<file path="src/rtl/cfgb_pkg.sv">
package cfgb_pkg;
  localparam logic [7:0] KEY_OPEN    = 8'hA5;
  localparam logic [7:0] KEY_CLOSE   = 8'hAA;
  localparam logic [7:0] IDX_LDN     = 8'h07;
  localparam logic [7:0] IDX_EN      = 8'h30;
  localparam logic [7:0] IDX_ADDR0   = 8'hF0;
  localparam logic [7:0] IDX_DATA0   = 8'hF4;
  localparam logic [7:0] IDX_SIZE    = 8'hF8;
  localparam logic [7:0] IDX_TRIG    = 8'hFE;
  localparam logic [7:0] LDN_BRIDGE  = 8'h0D;
  localparam logic [7:0] TRIG_WR_KEY = 8'hCF;
  localparam logic [7:0] IDLE_BYTE   = 8'hFF;

  typedef enum logic [1:0] {
    LK_CLOSED = 2'd0,
    LK_HALF   = 2'd1,
    LK_OPEN   = 2'd2
  } lock_st_t;
endpackage

</file>
<file path="src/rtl/cfgb_unlock.sv">
module cfgb_unlock
  import cfgb_pkg::*;
(
  input  logic       clk,
  input  logic       rst_n,
  input  logic       idx_wr,
  input  logic [7:0] wbyte,
  output logic       unlocked
);
  lock_st_t st_q, st_d;

  always_comb begin
    st_d = st_q;
    if (idx_wr) begin
      case (st_q)
        LK_CLOSED: st_d = (wbyte == KEY_OPEN) ? LK_HALF : LK_CLOSED;
        LK_HALF:   st_d = (wbyte == KEY_OPEN) ? LK_OPEN : LK_CLOSED;
        LK_OPEN:   st_d = (wbyte == KEY_CLOSE) ? LK_CLOSED : LK_OPEN;
        default:   st_d = LK_CLOSED;
      endcase
    end
  end

  always_ff @(posedge clk or negedge rst_n) begin
    if (!rst_n) st_q <= LK_CLOSED;
    else if (idx_wr) st_q <= st_d;
  end

  assign unlocked = (st_q == LK_OPEN);

  assert_open_needs_key_R1: assert property (@(posedge clk) disable iff (!rst_n)
    $rose(unlocked) |-> $past(idx_wr && (wbyte == KEY_OPEN)));

  assert_close_key_R3: assert property (@(posedge clk) disable iff (!rst_n)
    (unlocked && idx_wr && (wbyte == KEY_CLOSE)) |=> !unlocked);
endmodule

</file>
<file path="src/rtl/cfgb_regs.sv">
module cfgb_regs
  import cfgb_pkg::*;
#(
  parameter int ADDR_W = 32,
  parameter int DATA_W = 32,
  parameter int SIZE_W = 2
) (
  input  logic              clk,
  input  logic              rst_n,
  input  logic              unlocked,
  input  logic              io_sel,
  input  logic              io_wr,
  input  logic              io_rd,
  input  logic [7:0]        io_wdata,
  input  logic              busy,
  input  logic              rd_done,
  input  logic [DATA_W-1:0] rd_word,
  output logic [7:0]        io_rdata,
  output logic              trig_wr,
  output logic              trig_rd,
  output logic [ADDR_W-1:0] addr_word,
  output logic [DATA_W-1:0] data_word,
  output logic [SIZE_W-1:0] size_sel
);
  localparam int AB = ADDR_W / 8;
  localparam int DB = DATA_W / 8;

  logic [7:0]        idx_q, ldn_q, size_q, rdata_q, rd_val;
  logic              en_q;
  logic [ADDR_W-1:0] addr_q;
  logic [DATA_W-1:0] data_q;
  logic              data_wr, data_rd, idx_we, ldn_we, en_we, size_we;
  logic              bridge_sel, bridge_on, reg_open;

  assign data_wr    = io_wr && io_sel && unlocked;
  assign data_rd    = io_rd && io_sel && unlocked;
  assign idx_we     = io_wr && !io_sel && unlocked && (io_wdata != KEY_CLOSE);
  assign bridge_sel = (ldn_q == LDN_BRIDGE);
  assign bridge_on  = bridge_sel && en_q;
  assign reg_open   = bridge_on && !busy;
  assign ldn_we     = data_wr && (idx_q == IDX_LDN);
  assign en_we      = data_wr && (idx_q == IDX_EN) && bridge_sel;
  assign size_we    = data_wr && reg_open && (idx_q == IDX_SIZE);
  assign trig_wr    = data_wr && reg_open && (idx_q == IDX_TRIG) && (io_wdata == TRIG_WR_KEY);
  assign trig_rd    = data_rd && reg_open && (idx_q == IDX_TRIG);

  always_ff @(posedge clk or negedge rst_n) begin
    if (!rst_n) idx_q <= '0;
    else if (idx_we) idx_q <= io_wdata;
  end

  always_ff @(posedge clk or negedge rst_n) begin
    if (!rst_n) ldn_q <= '0;
    else if (ldn_we) ldn_q <= io_wdata;
  end

  always_ff @(posedge clk or negedge rst_n) begin
    if (!rst_n) en_q <= 1'b0;
    else if (en_we) en_q <= io_wdata[0];
  end

  always_ff @(posedge clk or negedge rst_n) begin
    if (!rst_n) size_q <= '0;
    else if (size_we) size_q <= io_wdata;
  end

  for (genvar k = 0; k < AB; k++) begin : g_addr
    logic hit;
    assign hit = data_wr && reg_open && (idx_q == 8'(IDX_ADDR0 + k));
    always_ff @(posedge clk or negedge rst_n) begin
      if (!rst_n) addr_q[ADDR_W-1-8*k -: 8] <= '0;
      else if (hit) addr_q[ADDR_W-1-8*k -: 8] <= io_wdata;
    end
  end

  for (genvar k = 0; k < DB; k++) begin : g_data
    logic       hit, load;
    logic [7:0] nxt;
    assign hit  = data_wr && reg_open && (idx_q == 8'(IDX_DATA0 + k));
    assign load = hit || rd_done;
    assign nxt  = rd_done ? rd_word[DATA_W-1-8*k -: 8] : io_wdata;
    always_ff @(posedge clk or negedge rst_n) begin
      if (!rst_n) data_q[DATA_W-1-8*k -: 8] <= '0;
      else if (load) data_q[DATA_W-1-8*k -: 8] <= nxt;
    end
  end

  always_comb begin
    rd_val = IDLE_BYTE;
    if (unlocked) begin
      if (!io_sel) begin
        rd_val = idx_q;
      end else if (idx_q == IDX_LDN) begin
        rd_val = ldn_q;
      end else if (idx_q == IDX_EN) begin
        if (bridge_sel) rd_val = {7'b0, en_q};
      end else if (bridge_on) begin
        if (idx_q == IDX_SIZE) rd_val = size_q;
        if (idx_q == IDX_TRIG) rd_val = {7'b0, busy};
        for (int k = 0; k < AB; k++)
          if (idx_q == 8'(IDX_ADDR0 + k)) rd_val = addr_q[ADDR_W-1-8*k -: 8];
        for (int k = 0; k < DB; k++)
          if (idx_q == 8'(IDX_DATA0 + k)) rd_val = data_q[DATA_W-1-8*k -: 8];
      end
    end
  end

  always_ff @(posedge clk or negedge rst_n) begin
    if (!rst_n) rdata_q <= '0;
    else if (io_rd) rdata_q <= rd_val;
  end

  assign io_rdata  = rdata_q;
  assign addr_word = addr_q;
  assign data_word = data_q;
  assign size_sel  = size_q[SIZE_W-1:0];

  assert_locked_read_R4: assert property (@(posedge clk) disable iff (!rst_n)
    (io_rd && !unlocked) |=> (io_rdata == IDLE_BYTE));

  assert_hold_rdata_R11: assert property (@(posedge clk) disable iff (!rst_n)
    !io_rd |=> $stable(io_rdata));

  assert_addr_frozen_R10: assert property (@(posedge clk) disable iff (!rst_n)
    busy |=> $stable(addr_word));
endmodule

</file>
<file path="src/rtl/cfgb_master.sv">
module cfgb_master #(
  parameter int ADDR_W = 32,
  parameter int DATA_W = 32,
  parameter int SIZE_W = 2
) (
  input  logic              clk,
  input  logic              rst_n,
  input  logic              trig_wr,
  input  logic              trig_rd,
  input  logic [ADDR_W-1:0] addr_word,
  input  logic [DATA_W-1:0] data_word,
  input  logic [SIZE_W-1:0] size_sel,
  input  logic              bus_ack,
  input  logic [DATA_W-1:0] bus_rdata,
  output logic              bus_req,
  output logic              bus_we,
  output logic [ADDR_W-1:0] bus_addr,
  output logic [DATA_W-1:0] bus_wdata,
  output logic [SIZE_W-1:0] bus_size,
  output logic              busy,
  output logic              rd_done,
  output logic [DATA_W-1:0] rd_word
);
  logic              busy_q, busy_d, start;
  logic              we_q;
  logic [ADDR_W-1:0] addr_q;
  logic [DATA_W-1:0] wdata_q;
  logic [SIZE_W-1:0] size_q;

  assign start = !busy_q && (trig_wr || trig_rd);

  always_comb begin
    busy_d = busy_q;
    if (busy_q && bus_ack) busy_d = 1'b0;
    else if (start)        busy_d = 1'b1;
  end

  always_ff @(posedge clk or negedge rst_n) begin
    if (!rst_n) busy_q <= 1'b0;
    else busy_q <= busy_d;
  end

  always_ff @(posedge clk or negedge rst_n) begin
    if (!rst_n) begin
      we_q    <= 1'b0;
      addr_q  <= '0;
      wdata_q <= '0;
      size_q  <= '0;
    end else if (start) begin
      we_q    <= trig_wr;
      addr_q  <= addr_word;
      wdata_q <= data_word;
      size_q  <= size_sel;
    end
  end

  assign bus_req   = busy_q;
  assign bus_we    = we_q;
  assign bus_addr  = addr_q;
  assign bus_wdata = wdata_q;
  assign bus_size  = size_q;
  assign busy      = busy_q;
  assign rd_done   = busy_q && bus_ack && !we_q;
  assign rd_word   = bus_rdata;

  assert_req_held_R9: assert property (@(posedge clk) disable iff (!rst_n)
    (bus_req && !bus_ack) |=> bus_req);

  assert_req_drops_R9: assert property (@(posedge clk) disable iff (!rst_n)
    (bus_req && bus_ack) |=> !bus_req);

  assert_cycle_stable_R9: assert property (@(posedge clk) disable iff (!rst_n)
    (bus_req && !bus_ack) |=> ($stable(bus_addr) && $stable(bus_wdata) && $stable(bus_we)));

  assert_no_trig_busy_R10: assert property (@(posedge clk) disable iff (!rst_n)
    (trig_wr || trig_rd) |-> !busy_q);
endmodule

</file>
<file path="src/rtl/cfgb_bridge.sv">
module cfgb_bridge #(
  parameter int ADDR_W = 32,
  parameter int DATA_W = 32,
  parameter int SIZE_W = 2
) (
  input  logic              clk,
  input  logic              rst_n,
  input  logic              io_sel,
  input  logic              io_wr,
  input  logic              io_rd,
  input  logic [7:0]        io_wdata,
  output logic [7:0]        io_rdata,
  output logic              bus_req,
  output logic              bus_we,
  output logic [ADDR_W-1:0] bus_addr,
  output logic [DATA_W-1:0] bus_wdata,
  output logic [SIZE_W-1:0] bus_size,
  input  logic              bus_ack,
  input  logic [DATA_W-1:0] bus_rdata
);
  logic [1:0]        rst_pipe;
  logic              rst_n_s;
  logic              unlocked, busy, rd_done, trig_wr, trig_rd;
  logic [DATA_W-1:0] rd_word, data_word;
  logic [ADDR_W-1:0] addr_word;
  logic [SIZE_W-1:0] size_sel;

  always_ff @(posedge clk or negedge rst_n) begin
    if (!rst_n) rst_pipe <= 2'b00;
    else rst_pipe <= {rst_pipe[0], 1'b1};
  end
  assign rst_n_s = rst_pipe[1];

  cfgb_unlock u_unlock (
    .clk      (clk),
    .rst_n    (rst_n_s),
    .idx_wr   (io_wr && !io_sel),
    .wbyte    (io_wdata),
    .unlocked (unlocked)
  );

  cfgb_regs #(.ADDR_W(ADDR_W), .DATA_W(DATA_W), .SIZE_W(SIZE_W)) u_regs (
    .clk       (clk),
    .rst_n     (rst_n_s),
    .unlocked  (unlocked),
    .io_sel    (io_sel),
    .io_wr     (io_wr),
    .io_rd     (io_rd),
    .io_wdata  (io_wdata),
    .busy      (busy),
    .rd_done   (rd_done),
    .rd_word   (rd_word),
    .io_rdata  (io_rdata),
    .trig_wr   (trig_wr),
    .trig_rd   (trig_rd),
    .addr_word (addr_word),
    .data_word (data_word),
    .size_sel  (size_sel)
  );

  cfgb_master #(.ADDR_W(ADDR_W), .DATA_W(DATA_W), .SIZE_W(SIZE_W)) u_master (
    .clk       (clk),
    .rst_n     (rst_n_s),
    .trig_wr   (trig_wr),
    .trig_rd   (trig_rd),
    .addr_word (addr_word),
    .data_word (data_word),
    .size_sel  (size_sel),
    .bus_ack   (bus_ack),
    .bus_rdata (bus_rdata),
    .bus_req   (bus_req),
    .bus_we    (bus_we),
    .bus_addr  (bus_addr),
    .bus_wdata (bus_wdata),
    .bus_size  (bus_size),
    .busy      (busy),
    .rd_done   (rd_done),
    .rd_word   (rd_word)
  );
endmodule

</file>
<file path="config.mk">
export PLATFORM = sky130hd
export DESIGN_NAME = cfgb_bridge
export DESIGN_NICKNAME = d
export VERILOG_FILES = /design/src/rtl/cfgb_pkg.sv /design/src/rtl/cfgb_unlock.sv /design/src/rtl/cfgb_regs.sv /design/src/rtl/cfgb_master.sv /design/src/rtl/cfgb_bridge.sv
export SDC_FILE = /design/constraint.sdc
export NUM_CORES = 1
export LEC_CHECK = 0
export ABC_AREA = 1
export BUFFER_PORTS_ARGS = -buffer_cell sky130_fd_sc_hd__buf_2
export CAP_MARGIN = 0
export CORE_MARGIN = 4
export CORE_UTILIZATION = 45
export DETAILED_ROUTE_END_ITERATION = 8
export HOLD_SLACK_MARGIN = 0.06
export PLACE_DENSITY_LB_ADDON = 0.08
export SLEW_MARGIN = 0
export SYNTH_ARGS = -nofsm -noshare
export SYNTH_HDL_FRONTEND = slang
export SYNTH_SLANG_ARGS = --single-unit
</file>
<file path="constraint.sdc">
create_clock -name clk -period 4.77 [get_ports clk]
set_input_delay 0.477 -clock clk [delete_from_list [all_inputs] [get_ports clk]]
set_output_delay 0.477 -clock clk [all_outputs]
set_load 0.01 [all_outputs]
</file>
==> flow_metrics.tcl, run 1 <==
set metrics [dict create \
    die_x_um 140 \
    fp.coreArea_um2 16800 \
    irDropWorstVdd_uv 255 \
    crit_path_start_kind "register" \
    htreeDepth 4 \
    worstPathArrival_ps 3120 \
    power_density_nw_per_um2 340 \
    period_needed_ps 2820 \
    die-height_um 140 \
    yosysWarnings 0 \
    max_slew_margin_pct 28.8 \
    fmax_mhz 355 \
    total_power_uw 3080 \
    vias 6683 \
    drv_cap 0 \
    vias_per_cell 5.27 \
    grtUsageMet2_pct 33.0 \
    firstDrtPassIters 5 \
    worst_slack_ps 1950 \
    drtIter0Drc 696 \
    cp_data_required_time_ps 5070 \
    tightestPinTransition_ps 1070 \
    post-cts-setup-buffers 0 \
    finalSetupViolCount 0 \
    routed_wl_mm 22.4 \
    final_util_pct 54.1 \
    critPathKind "register to register" \
    status "finished clean" \
    final_cell_mix "273 x nand2_1, 168 x dfrtp_1, 121 x buf_2, 77 x nor2_1, 75 x inv_1" \
    cts.clk_slew.worst_paths_ps 70 \
    track_usage_pct 23.1 \
    cts_tree "built" \
    setup_tns_ps 0 \
    endpoint_kind "register" \
    hold_viol_final 0 \
    die-area_um2 19500 \
    core.rowCount 47 \
    internal-power_uw 2270 \
    grt_pass1_vias 6174 \
    hold_class "input port to register" \
    slew_violations 0 \
    hold_start "bus_rdata[10]" \
    r2r_setup_slack_ps 1950 \
    grt_overflow_total 0 \
    synthArstFlopShare_pct 100 \
    ff2ff_path_depth 11 \
    hold_depth 3 \
    finalClockSkew_ps 9.37 \
    grt_pass1_wl_mm 35.3 \
    swShare_pct 26.4 \
    synth-seq-cells 169 \
    layout-drive-gt1-share_pct 19.2 \
    hold_ws_ps 336 \
    dpl.hpwl_mm 16.0 \
    synthToLayoutAreaGrowth_pct 16.2 \
    grt-busiest-layer "met1" \
    rsz0062_at_grt "no" \
    synth_edf_count 0 \
    syn_avg_cell_area_um2 8.39 \
    diodes 0 \
    drtAntennaViolNets 0 \
    power_leakage_uw 0.00447 \
    clock_power_share_pct 43.4 \
    nNetsFinal 1081 \
    crit_fanout 63 \
    period_share_pct 59.1 \
    gp_congestion 0.929 \
    power.share.sequential_pct 49.4 \
    clockBufferDepth 2 \
    root_buffer "clkbuf_16" \
    grt_max_degree 89 \
    drc 0 \
    wire_per_inst_um 17.7 \
    grt.met1_usage_pct 35.8 \
    p_comb_share_pct 7.3 \
    ys.flop_type "dfrtp_1" \
    register_area_um2 4230 \
    whs_endpoint "u_regs.data_word[10]" \
    regToRegEndpoint "u_master.bus_wdata[15]" \
    cts.sinks 169 \
    io_pins 122 \
    cts_buffers 17 \
    grt_use_met3_pct 5.08 \
    yosysUniqueCellTypes 37 \
    worstReg2RegStart "u_regs.idx_q[5]" \
    seq_area_frac_synth_pct 54.2 \
    multi_input_comb_area_um2 3000 \
    worst_skew_pair.late_latency_ps 440 \
    netlist_instances 930 \
    syn-num-nets 976 \
    syn_area_um2 7800 \
    fillers 1650 \
    start_util_pct 46.6 \
    dp_slack_ps 1870 \
    io_buffer_count 121 \
    power_switching_uw 814 \
    antenna_found_initial 0 \
    final_common_cell "nand2_1" \
]
layout make-up:
class                      instances  share of cell area [%]
sequential                       169                    46.7
multi-input combinational        634                    33.1
timing repair buffer             128                    7.42
clock buffer                      19                    4.88
inverter                          85                    3.54
tap                              220                    3.03
clock inverter                    13                    1.34
cell usage after synthesis (2+ instances only):
cell type    n  area share [%]
nand2_1    273              13
dfrtp_1    169              54
nor2_1      77             3.7
inv_1       75             3.6
o21ai_0     68             4.4
nand4_1     42             3.4
a21oi_1     34             2.2
a31oi_1     32             2.6
o21ai_1     30             1.9
nand3_1     28             1.8
clkbuf_1    18            0.87
buf_2       10            0.64
o21ai_2     10             1.1
buf_6        8             1.2
nand2_2      8            0.64
inv_2        6            0.29
buf_4        5            0.48
nor2_2       4            0.32
nor3_1       4            0.26
clkinv_1     3            0.14
nand2_4      3            0.43
nand3_4      3            0.67
nand3b_1     3            0.29
a211oi_1     2            0.19
nor2_4       2            0.29
nor3_2       2            0.26
state kept, by name, summed over array words and instances, names as in the netlist, 8 cells and up:
register	count
u_master.bus_addr	32
u_master.bus_wdata	32
u_regs.addr_word	32
u_regs.data_word	32
u_regs.idx_q	8
u_regs.io_rdata	8
u_regs.ldn_q	8
u_regs.size_q	8
worst max-delay path, stage by stage (launching register included):
cell	delay (ps)
dfrtp_1	400
nand2_1	130
nor2_4	410
nand3_4	230
inv_2	110
nand4_1	80
nand3b_1	190
nand2_1	100
inv_2	340
buf_4	440
nand2_1	110
o21ai_0	90
worst max-delay path by stage:
stage                                from                endpoint  cells after the start
after floorplan               rst_pipe[1]    u_master.bus_addr[0]                      0
after global placement        io_wdata[2]  u_master.bus_wdata[12]                      9
after detailed placement      io_wdata[2]  u_master.bus_wdata[11]                      9
after CTS                 u_regs.idx_q[5]  u_master.bus_wdata[15]                     11
after global routing      u_regs.idx_q[5]  u_master.bus_wdata[13]                     11
final                     u_regs.idx_q[5]  u_master.bus_wdata[15]                     11
routing by layer:
layer  wire [µm]  up-vias
met5           0        -
li1            -     3275
met2        9580      241
met4         316        0
met3        1680       22
met1       10800     3145
logic make-up (layout without fill, tap and decap cells):
logic type / Yosys count / after routing / share of synthesized area, %
and+or+nand+nor: 453 / 453 / 25.6
AOI/OAI and AO/OA: 180 / 180 / 12.8
DFF: 169 / 169 / 54.2
buffers and inverters: 127 / 245 / 7.31
other: 1 / 1 / 0.0481
per-stage QoR:
step	cells	instance area, µm²
3_3_place_gp	1235	8500
4_1_cts	1268	9070
5_1_grt	1268	9070
6_report	1268	9070
2_1_floorplan	930	7800
3_5_place_dp	1235	8500
what timing repair did:
| item | 4_1_cts | 5_1_grt |
|---|---|---|
| hold endpoints to repair | 2 | 0 |
| gates resized for setup | 0 | 0 |
| hold buffers | 1 | 0 |
power by group through the flow:
stage	registers (µW)	logic, µW	clock network (µW)
finish	1520	224	1340
global placement	1550	221	0
global route	1530	255	1410
detailed placement	1550	221	0
CTS	1520	224	1350
floorplan	1540	132	0
Note: power is estimated with default switching activity, not from simulation.
==> run 2: changes to the inputs <==
==> constraint.sdc (replaced) <==
create_clock -name clk -period 2.6 [get_ports clk]
set_input_delay 0.26 -clock clk [delete_from_list [all_inputs] [get_ports clk]]
set_output_delay 0.26 -clock clk [all_outputs]
set_load 0.01 [all_outputs]
==> flow_metrics.tcl, run 2 (synthesis results as in run 1) <==
set metrics [dict create \
    dpl.hpwl_mm 17.1 \
    worstPathArrival_ps 2700 \
    fp.coreArea_um2 16800 \
    diodes 0 \
    grt_overflow_total 0 \
    dp_slack_ps 229 \
    worst_skew_pair.late_latency_ps 430 \
    worst_slack_ps 264 \
    power_density_nw_per_um2 619 \
    power_leakage_uw 0.00455 \
    cts.sinks 169 \
    track_usage_pct 24.6 \
    root_buffer "clkbuf_16" \
    finalSetupViolCount 0 \
    cts_tree "built" \
    stdcell_count 1280 \
    endpoint_kind "register" \
    io_buffer_count 121 \
    io_pins 122 \
    setup_tns_ps 0 \
    slew_violations 0 \
    fmax_mhz 428 \
    hold_viol_final 0 \
    critPathKind "register to register" \
    routed_wl_mm 23.4 \
    dpl_cell_area_um2 8610 \
    status "finished clean" \
    drtAntennaViolNets 0 \
    postLayoutCellArea_um2 9200 \
    crit_top_cell "nand2_1" \
    grt_max_degree 92 \
    final_cell_mix "273 x nand2_1, 168 x dfrtp_1, 121 x buf_2, 77 x nor2_1, 75 x inv_1" \
    start_util_pct 46.6 \
    die_x_um 140 \
    synthToLayoutAreaGrowth_pct 17.9 \
    htreeDepth 4 \
    cp_data_required_time_ps 2960 \
    drv_cap 0 \
    finalClockSkew_ps 11.0 \
    antenna_found_initial 0 \
    max_slew_margin_pct 59.6 \
    max_stage_delay_ps 430 \
    period_share_pct 89.9 \
    die-height_um 140 \
    tightestPinTransition_ps 604 \
    clockBufferDepth 2 \
    layout-drive-gt1-share_pct 20.2 \
    firstDrtPassIters 5 \
    vias 6744 \
    grt_pass1_wl_mm 37.3 \
    cp_cell_sequence "nand2_1 > nor2_4 > buf_6 > nand2_2 > inv_2 > nand2_1 > nand2_1 > nand4_1 > nor2_1 > nand3_1 > nand2_1 > nand2_1 > nand2_1 > nand2_1 > a21oi_1" \
    wire_per_inst_um 18.2 \
    ff2ff_path_depth 15 \
    irDropWorstVdd_uv 453 \
    period_needed_ps 2340 \
    cp_slowest_cell "dfrtp_1" \
    grt_pass1_vias 6484 \
    cts_buffers 17 \
    final_common_cell "nand2_1" \
    post-cts-setup-buffers 0 \
    vias_per_cell 5.27 \
    crit_fanout 12 \
    dp_cells 1247 \
    drc 0 \
    drtIter0Drc 642 \
    hold_depth 3 \
    crit_path_start_kind "register" \
    core.rowCount 47 \
    die-area_um2 19500 \
    cts.clk_slew.worst_paths_ps 70 \
    rsz0062_at_grt "no" \
    nNetsFinal 1093 \
    hold_class "input port to register" \
    gp_congestion 0.932 \
]
## run 2: per-layer routing
metal / part of all wire, % / routed length [µm] / track usage, %
met4: 2.1 / 485 / 8.11
met2: 42 / 9760 / 34.0
met5: 0 / 0 / 0
met1: 48 / 11300 / 37.7
met3: 7.8 / 1820 / 6.14
## run 2: layout make-up
cell class	instances	area, µm²
inverter	85	322
clock buffer	19	453
timing repair buffer	140	792
tap	220	275
clock inverter	13	119
multi-input combinational	634	3000
sequential	169	4230
fill	1630	7560
## run 2: what timing repair did
action	CTS	global route
setup endpoints to repair	0	1
resized for setup	0	1
hold buffers	1	0
hold endpoints to repair	2	0
## run 2: final timing paths
kind,startpoint,end,slack [ps]
worst max-delay path,u_regs.idx_q[7],u_regs.io_rdata[3],260
worst min-delay path,bus_rdata[8],u_regs.data_word[8],120
worst max register to register,u_regs.idx_q[7],u_regs.io_rdata[3],260
worst min register to register,rst_pipe[1],u_regs.addr_word[15],360
max in group asynchronous,rst_pipe[1],u_master.bus_addr[27],1820
min in group asynchronous,rst_n,rst_pipe[1],130
## run 2: critical path, delay by kind of cell (launching register included)
family                 cells  cell delay (ps)
AOI/OAI and AO/OA          1              120
DFF                        1              430
and+or+nand+nor           12             1360
buffers and inverters      2              360
## run 2: power breakdown
part | total, µW | internal [µW] | switching [µW]
Combinational | 453 | 131 | 322
Clock | 2470 | 1380 | 1090
Sequential | 2780 | 2700 | 81.5
## run 2: per-stage QoR
stage / hold WS, ps / utilization (%) / power (µW)
after detailed placement: 47.2 / 51.4 / 3270
after global routing: 99.7 / 54.9 / 5930
after floorplan: -35.6 / - / 3080
final: 119 / 54.9 / 5700
after CTS: 97.5 / 54.9 / 5730
after global placement: 46.5 / 51.4 / 3280
